$ cat src/rtl/adcseq_pkg.sv
package adcseq_pkg;
  typedef enum logic [1:0] {K_RT = 2'd0, K_S1 = 2'd1, K_S2 = 2'd2} kind_e;
  localparam int NKIND = 3;

  typedef enum logic [2:0] {SC_IDLE, SC_PICK, SC_REQ, SC_WAIT, SC_DONE} scan_e;

  localparam int A_PWR     = 8'h00;
  localparam int A_ISR     = 8'h01;
  localparam int A_IMR     = 8'h02;
  localparam int A_CFG     = 8'h04;  // per kind: sel lo/hi, avg lo/hi; stride 4
  localparam int A_RT_BANK = 8'h20;
  localparam int A_GP_BANK = 8'h40;

  localparam int B_BUSY = 0;
  localparam int B_EOC  = 1;
  localparam int B_GO   = 5;

  function automatic int ctrl_addr(input int k);
    case (k)
      1:       return 8'h10;
      2:       return 8'h11;
      default: return 8'h12;
    endcase
  endfunction
endpackage

$ cat src/rtl/adcseq_regs.sv
module adcseq_regs
  import adcseq_pkg::*;
#(
  parameter int NCH = 16,
  parameter int AW  = 8
) (
  input  logic                        clk,
  input  logic                        rst_n,
  input  logic                        wr_en,
  input  logic [AW-1:0]               wr_addr,
  input  logic [7:0]                  wr_data,
  input  logic [AW-1:0]               rd_addr,
  output logic [7:0]                  rd_data,
  input  logic                        rt_start,
  input  logic                        done,
  input  kind_e                       done_kind,
  output logic                        pwr,
  output logic [NKIND-1:0]            pend,
  output logic [NKIND-1:0][NCH-1:0]   sel,
  output logic [NKIND-1:0][NCH-1:0]   avg,
  output logic [NKIND-1:0]            isr,
  output logic [NKIND-1:0]            imr,
  output logic                        irq
);
  logic [NKIND-1:0] eoc;

  always_ff @(posedge clk or negedge rst_n) begin
    if (!rst_n) begin
      pwr <= 1'b0;
      imr <= '1;
    end else if (wr_en) begin
      if (wr_addr == AW'(A_PWR)) pwr <= wr_data[0];
      if (wr_addr == AW'(A_IMR)) imr <= wr_data[NKIND-1:0];
    end
  end

  for (genvar k = 0; k < NKIND; k++) begin : g_kind
    localparam int CFG = A_CFG + 4 * k;
    localparam int CTL = ctrl_addr(k);
    logic [NCH-1:0] sel_r, avg_r;
    logic           pend_r, eoc_r, isr_r, go;
    logic           fin;

    if (k == int'(K_RT)) begin : g_hw
      assign go = rt_start;
    end else begin : g_sw
      assign go = wr_en && (wr_addr == AW'(CTL)) && wr_data[B_GO];
    end

    assign fin = done && (done_kind == kind_e'(k));

    always_ff @(posedge clk or negedge rst_n) begin
      if (!rst_n) begin
        sel_r  <= '0;
        avg_r  <= '0;
        pend_r <= 1'b0;
        eoc_r  <= 1'b0;
        isr_r  <= 1'b0;
      end else begin
        if (wr_en) begin
          for (int j = 0; j < NCH; j++) begin
            if (wr_addr == AW'(CFG + j / 8))     sel_r[j] <= wr_data[j % 8];
            if (wr_addr == AW'(CFG + 2 + j / 8)) avg_r[j] <= wr_data[j % 8];
          end
        end
        if (fin) begin
          pend_r <= 1'b0;
          eoc_r  <= 1'b1;
        end else if (go && pwr && !pend_r) begin
          pend_r <= 1'b1;
          eoc_r  <= 1'b0;
        end
        if (fin) isr_r <= 1'b1;
        else if (wr_en && wr_addr == AW'(A_ISR) && wr_data[k]) isr_r <= 1'b0;
      end
    end

    assign sel[k]  = sel_r;
    assign avg[k]  = avg_r;
    assign pend[k] = pend_r;
    assign eoc[k]  = eoc_r;
    assign isr[k]  = isr_r;
  end

  assign irq = |(isr & ~imr);

  always_comb begin
    logic [15:0] ws, wa;
    rd_data = '0;
    if (rd_addr == AW'(A_PWR)) rd_data = {7'b0, pwr};
    if (rd_addr == AW'(A_ISR)) rd_data = 8'(isr);
    if (rd_addr == AW'(A_IMR)) rd_data = 8'(imr);
    for (int k = 0; k < NKIND; k++) begin
      ws = 16'(sel[k]);
      wa = 16'(avg[k]);
      if (rd_addr == AW'(A_CFG + 4 * k))     rd_data = ws[7:0];
      if (rd_addr == AW'(A_CFG + 4 * k + 1)) rd_data = ws[15:8];
      if (rd_addr == AW'(A_CFG + 4 * k + 2)) rd_data = wa[7:0];
      if (rd_addr == AW'(A_CFG + 4 * k + 3)) rd_data = wa[15:8];
      if (rd_addr == AW'(ctrl_addr(k))) begin
        rd_data[B_BUSY] = pend[k];
        rd_data[B_EOC]  = eoc[k];
      end
    end
  end
endmodule

$ cat src/rtl/adcseq_scan.sv
module adcseq_scan
  import adcseq_pkg::*;
#(
  parameter int NCH      = 16,
  parameter int RES_W    = 10,
  parameter int ACC_W    = 12,
  parameter int AVG_LOG2 = 2,
  localparam int CW      = $clog2(NCH)
) (
  input  logic                      clk,
  input  logic                      rst_n,
  input  logic                      pwr,
  input  logic [NKIND-1:0]          pend,
  input  logic [NKIND-1:0][NCH-1:0] sel,
  input  logic [NKIND-1:0][NCH-1:0] avg,
  output logic                      adc_req_valid,
  input  logic                      adc_req_ready,
  output logic [CW-1:0]             adc_req_ch,
  input  logic                      adc_smp_valid,
  input  logic [RES_W-1:0]          adc_smp_data,
  output logic                      res_we,
  output kind_e                     res_kind,
  output logic [CW-1:0]             res_ch,
  output logic [RES_W-1:0]          res_val,
  output logic                      done,
  output kind_e                     done_kind,
  output logic                      run
);
  scan_e                state;
  kind_e                kind_q, pick;
  logic [NCH-1:0]       mask_q, avgm_q;
  logic [CW-1:0]        ch_q, low;
  logic                 avg_on_q, last;
  logic [AVG_LOG2-1:0]  cnt_q;
  logic [ACC_W-1:0]     acc_q, sum;

  always_comb begin
    low = '0;
    for (int j = NCH - 1; j >= 0; j--) if (mask_q[j]) low = CW'(j);
  end

  always_comb begin
    if (pend[K_RT])      pick = K_RT;
    else if (pend[K_S1]) pick = K_S1;
    else                 pick = K_S2;
  end

  assign sum  = acc_q + ACC_W'(adc_smp_data);
  assign last = !avg_on_q || (cnt_q == '1);

  always_ff @(posedge clk or negedge rst_n) begin
    if (!rst_n) begin
      state    <= SC_IDLE;
      kind_q   <= K_RT;
      mask_q   <= '0;
      avgm_q   <= '0;
      ch_q     <= '0;
      avg_on_q <= 1'b0;
      cnt_q    <= '0;
      acc_q    <= '0;
    end else begin
      case (state)
        SC_IDLE: if (pwr && |pend) begin
          kind_q <= pick;
          mask_q <= sel[pick];
          avgm_q <= avg[pick];
          state  <= SC_PICK;
        end
        SC_PICK: if (|mask_q) begin
          ch_q         <= low;
          mask_q[low]  <= 1'b0;
          avg_on_q     <= avgm_q[low];
          cnt_q        <= '0;
          acc_q        <= '0;
          state        <= SC_REQ;
        end else begin
          state <= SC_DONE;
        end
        SC_REQ: if (adc_req_ready) state <= SC_WAIT;
        SC_WAIT: if (adc_smp_valid) begin
          if (last) begin
            state <= SC_PICK;
          end else begin
            acc_q <= sum;
            cnt_q <= cnt_q + 1'b1;
            state <= SC_REQ;
          end
        end
        default: state <= SC_IDLE;
      endcase
    end
  end

  assign adc_req_valid = (state == SC_REQ);
  assign adc_req_ch    = ch_q;
  assign res_we        = (state == SC_WAIT) && adc_smp_valid && last;
  assign res_kind      = kind_q;
  assign res_ch        = ch_q;
  assign res_val       = avg_on_q ? RES_W'(sum >> AVG_LOG2) : adc_smp_data;
  assign done          = (state == SC_DONE);
  assign done_kind     = kind_q;
  assign run           = (state != SC_IDLE);
endmodule

$ cat src/rtl/adcseq_results.sv
module adcseq_results
  import adcseq_pkg::*;
#(
  parameter int NCH   = 16,
  parameter int RES_W = 10,
  parameter int AW    = 8,
  localparam int CW   = $clog2(NCH),
  localparam int PAD  = 16 - RES_W
) (
  input  logic             clk,
  input  logic             rst_n,
  input  logic             we,
  input  kind_e            kind,
  input  logic [CW-1:0]    ch,
  input  logic [RES_W-1:0] val,
  input  logic [AW-1:0]    rd_addr,
  output logic [7:0]       rd_data,
  output logic             rd_hit
);
  localparam int NBANK = 2;
  logic [RES_W-1:0] bank [NBANK][NCH];

  for (genvar b = 0; b < NBANK; b++) begin : g_bank
    logic mine;
    assign mine = (b == 0) ? (kind == K_RT) : (kind != K_RT);
    always_ff @(posedge clk or negedge rst_n) begin
      if (!rst_n) begin
        for (int i = 0; i < NCH; i++) bank[b][i] <= '0;
      end else if (we && mine) begin
        bank[b][ch] <= val;
      end
    end
  end

  always_comb begin
    logic [15:0] w;
    int base;
    rd_data = '0;
    rd_hit  = 1'b0;
    for (int b = 0; b < NBANK; b++) begin
      base = (b == 0) ? A_RT_BANK : A_GP_BANK;
      for (int i = 0; i < NCH; i++) begin
        w = {bank[b][i], {PAD{1'b0}}};
        if (rd_addr == AW'(base + 2 * i)) begin
          rd_data = w[7:0];
          rd_hit  = 1'b1;
        end
        if (rd_addr == AW'(base + 2 * i + 1)) begin
          rd_data = w[15:8];
          rd_hit  = 1'b1;
        end
      end
    end
  end
endmodule

$ cat src/rtl/adcseq_top.sv
module adcseq_top
  import adcseq_pkg::*;
#(
  parameter int NCH      = 16,
  parameter int RES_W    = 10,
  parameter int ACC_W    = 12,
  parameter int AVG_LOG2 = 2,
  parameter int AW       = 8,
  localparam int CW      = $clog2(NCH)
) (
  input  logic             clk,
  input  logic             rst_n,
  input  logic             reg_wr_en,
  input  logic [AW-1:0]    reg_wr_addr,
  input  logic [7:0]       reg_wr_data,
  input  logic [AW-1:0]    reg_rd_addr,
  output logic [7:0]       reg_rd_data,
  input  logic             rt_start,
  output logic             adc_req_valid,
  input  logic             adc_req_ready,
  output logic [CW-1:0]    adc_req_ch,
  input  logic             adc_smp_valid,
  input  logic [RES_W-1:0] adc_smp_data,
  output logic             irq
);
  logic                      pwr, done, run, res_we, res_hit;
  logic [NKIND-1:0]          pend, isr, imr;
  logic [NKIND-1:0][NCH-1:0] sel, avg;
  kind_e                     done_kind, res_kind;
  logic [CW-1:0]             res_ch;
  logic [RES_W-1:0]          res_val;
  logic [7:0]                ctl_rd, res_rd;

  adcseq_regs #(.NCH(NCH), .AW(AW)) u_regs (
    .clk(clk), .rst_n(rst_n),
    .wr_en(reg_wr_en), .wr_addr(reg_wr_addr), .wr_data(reg_wr_data),
    .rd_addr(reg_rd_addr), .rd_data(ctl_rd),
    .rt_start(rt_start), .done(done), .done_kind(done_kind),
    .pwr(pwr), .pend(pend), .sel(sel), .avg(avg),
    .isr(isr), .imr(imr), .irq(irq)
  );

  adcseq_scan #(.NCH(NCH), .RES_W(RES_W), .ACC_W(ACC_W), .AVG_LOG2(AVG_LOG2)) u_scan (
    .clk(clk), .rst_n(rst_n),
    .pwr(pwr), .pend(pend), .sel(sel), .avg(avg),
    .adc_req_valid(adc_req_valid), .adc_req_ready(adc_req_ready), .adc_req_ch(adc_req_ch),
    .adc_smp_valid(adc_smp_valid), .adc_smp_data(adc_smp_data),
    .res_we(res_we), .res_kind(res_kind), .res_ch(res_ch), .res_val(res_val),
    .done(done), .done_kind(done_kind), .run(run)
  );

  adcseq_results #(.NCH(NCH), .RES_W(RES_W), .AW(AW)) u_res (
    .clk(clk), .rst_n(rst_n),
    .we(res_we), .kind(res_kind), .ch(res_ch), .val(res_val),
    .rd_addr(reg_rd_addr), .rd_data(res_rd), .rd_hit(res_hit)
  );

  assign reg_rd_data = res_hit ? res_rd : ctl_rd;
endmodule

$ cat config.mk
export PLATFORM = sky130hd
export DESIGN_NAME = adcseq_top
export DESIGN_NICKNAME = d
export VERILOG_FILES = /design/src/rtl/adcseq_pkg.sv /design/src/rtl/adcseq_regs.sv /design/src/rtl/adcseq_scan.sv /design/src/rtl/adcseq_results.sv /design/src/rtl/adcseq_top.sv
export SDC_FILE = /design/constraint.sdc
export NUM_CORES = 1
export LEC_CHECK = 0
export BUFFER_PORTS_ARGS = -buffer_cell sky130_fd_sc_hd__buf_2
export CORE_MARGIN = 1.5
export CORE_UTILIZATION = 25
export DETAILED_ROUTE_END_ITERATION = 7
export PLACE_DENSITY = 0.38
export SYNTH_ARGS = -nofsm -noshare
export SYNTH_HDL_FRONTEND = slang
export SYNTH_SLANG_ARGS = --single-unit
$ cat constraint.sdc
create_clock -name clk -period 5.5 [get_ports clk]
set_clock_uncertainty 0.1 [all_clocks]
set_input_delay 0.55 -clock clk [delete_from_list [all_inputs] [get_ports clk]]
set_output_delay 0.55 -clock clk [all_outputs]
set_load 0.02 [all_outputs]
==> metrics.yaml <==
run_status:
  status: "completed"
final_layout:
  finish.net_count: 2544
  final_area_um2: 27480
  layout_common_cells: "480 x dfrtp_1, 435 x nand2_1, 359 x o21ai_0, 156 x nor2_1, 137 x a21oi_1"
  layout-drive-gt1-share_pct: 14.61
  filler_cell_count: 10030
  synthToLayoutAreaGrowth_pct: 15.26
  final_common_cell: "dfrtp_1"
  final_util_pct: 29.01
  diodes: 0
grt:
  grt-ovfl-total: 0
  grt_antenna_before_repair: 1
  grt_pass1_vias: 20130
  grt_pass1_wl_um: 147700
  track_usage_pct: 20.62
  grt_max_degree: 159
yosys:
  async_flop_share_pct: 100.0
  synth_cells: 2529
  ys.flop_type: "dfrtp_1"
  synth_edf_count: 0
  syn_nets: 2581
  synth_cell_types: 87
  ys.warnings.count: 0
  synth_area_um2: 23840
  synth_seq_cells: 485
  synth_area_per_cell_um2: 9.428
  yosysSeqAreaShare_pct: 50.92
placed_design:
  globalplace.congestion: 0.9127
  io_buffers: 53
  hpwl_um: 71280
  dpl-instance-area_um2: 25530
timing:
  timing.slew.headroom_pct: 17.59
  slew_violations: 0
  finalHoldViolCount: 0
  rsz0062_at_grt: "no"
  tightest_slew_ps: 1233
  setup_tns_ps: 0
  max_freq_ghz: 0.2198
  finalSetupViolCount: 0
  timing.final.crit_period_ps: 4549
  fin_crit_sh_pct: 82.71
clock_network:
  clkSinkCount: 485
  cts_buffers: 58
  cts.htree.levels: 2
  ctsHoldBuffers: 1
  clkTransAtPathRegs_ps: 50
  postCtsSetupBuffers: 0
  worstSkewPairLatency_ps: 630
  root_buffer: "clkbuf_16"
  clockBufferDepth: 3
  ctsResizeCount: 0
  cts_tree: "built"
power:
  p_leak_uw: 0.01154
  power.density_nw_per_um2: 337.9
  ir_drop_mv: 0.2600
floorplan:
  rows: 113
  initial_core_util_pct: 25.17
  pin_count: 54
  fp.dieH_um: 311.8
  dieArea_um2: 97230
  fp.coreArea_um2: 94730
  die_x_um: 311.8
critical_path:
  start_kind: "input pin"
  worstPathRequired_ps: 4850
  crit_arrival_ps: 3900
  cp_max_fo: 34
  critPathKind: "input pin to primary output"
  end_kind: "primary output"
route:
  vias: 20020
  drt_wl_total_um: 101100
  drtIter0Drc: 2052
  ant_nets: 0
  via_per_inst: 5.263
  dr.pass1.iters: 8
  wl_per_cell_um: 26.58
  drc_errors: 0
run:
  maxCapViolations: 0
worst_hold_path:
  hold_class: "input pin to register"
[routing by layer]
metal  part of all wire, %  track usage [%]
met3                   4.5            2.582
met5                     0                0
met1                    44            27.63
met2                    47            33.55
met4                   4.4            8.495
[worst max-delay path: stages]
cell and delay [ps]:
buf_2 490, buf_4 390, nand2b_1 440, o22ai_1 130, a221o_1 370, a41oi_1 250, o21ai_0 170, a31oi_1 590
or4_1 290, buf_2 200
[final cells by class]
cell class	count	area [um^2]	share of cell area, %
well taps	1265	1583	5.760
repair buffers	119	813.3	2.960
flip-flops and latches	485	12140	44.19
clock inverters	15	203.9	0.7422
clock buffers	92	1739	6.329
inverters	22	82.58	0.3005
multi-input cells	1806	10920	39.72
[worst paths after layout]
| check | start | depth (start not counted) | slack [ps] | endpoint |
|---|---|---|---|---|
| max | reg_rd_addr[2] | 10 | 950 | reg_rd_data[0] |
| min | adc_req_ready | 2 | 80 | u_scan.state[1]$_DFFE_PN0P_ |
| max reg2reg | u_scan.state[1]$_DFFE_PN0P_ | 6 | 1950 | u_res.bank[38]$_DFFE_PN0P_ |
| min reg2reg | u_res.bank[221]$_DFFE_PN0P_ | 2 | 370 | u_res.bank[221]$_DFFE_PN0P_ |
| max in group asynchronous | rst_n | 3 | 3500 | u_regs.g_kind[0].pend_r$_DFFE_PN0P_ |
| min in group asynchronous | rst_n | 2 | 420 | u_res.bank[178]$_DFFE_PN0P_ |
[registers in the layout, indices dropped and copies added, names as in the netlist]
register              flops
u_regs.pwr                1
u_res.bank              320
u_scan.acc_q             12
u_scan.mask_q            16
u_scan.avg_on_q           1
u_regs.g_kind.pend_r      3
u_scan.cnt_q              2
u_regs.imr                3
u_regs.g_kind.avg_r      48
u_regs.g_kind.sel_r      48
u_scan.avgm_q            16
u_scan.done_kind          2
u_scan.adc_req_ch         4
u_regs.g_kind.isr_r       3
u_regs.g_kind.eoc_r       3
u_scan.state              3
[cell families (layout without fill, tap and decap cells)]
| family | after synthesis | count (layout) | synth area share [%] |
|---|---|---|---|
| compound gates | 818 | 818 | 21.02 |
| xor+xnor | 9 | 9 | 0.3306 |
| fa+ha+maj | 12 | 12 | 0.6612 |
| buf+inv | 238 | 248 | 4.109 |
| flops | 485 | 485 | 50.92 |
| mux | 179 | 179 | 8.423 |
| simple gates | 788 | 788 | 14.54 |
[where the power goes]
part	internal, uW	switching, uW	total, uW
registers	3690	171	3860
clock network	2340	1600	3950
logic	393	1090	1480
total	6430	2860	9290
[stage by stage]
| stage | std cells | worst slack (ps) | hold WS, ps | total power [uW] |
|---|---|---|---|---|
| floorplan | 2529 | 2404 | 154.4 | 4701 |
| CTS | 3804 | 1025 | 39.76 | 9407 |
| global placement | 3696 | 1038 | 355.2 | 5404 |
| global route | 3804 | 802.0 | 88.77 | 9672 |
| detailed placement | 3696 | 1029 | 365.6 | 5410 |
| finish | 3804 | 951.0 | 81.26 | 9287 |
[synthesized netlist by cell type (11+ instances only)]
library cell | number | share of area (%)
buf_2 | 41 | 0.86
nand2_1 | 435 | 6.8
o31ai_1 | 42 | 1.3
a22oi_1 | 82 | 2.6
o211ai_1 | 11 | 0.35
a32oi_1 | 12 | 0.44
o21ai_0 | 360 | 7.6
nor4_1 | 15 | 0.39
a21oi_1 | 137 | 2.9
o22ai_1 | 21 | 0.55
a22o_1 | 14 | 0.51
a31oi_1 | 33 | 0.87
dfrtp_1 | 482 | 51
mux2i_1 | 60 | 2.5
nor2_1 | 161 | 2.5
nand2b_1 | 22 | 0.58
mux2_2 | 110 | 5.2
nor2b_1 | 18 | 0.47
nor3_1 | 28 | 0.59
clkbuf_1 | 159 | 2.5
nand3_1 | 39 | 0.82
inv_1 | 21 | 0.33
a222oi_1 | 18 | 0.76
ha_1 | 11 | 0.58
Power figures use the tool's default switching activity.
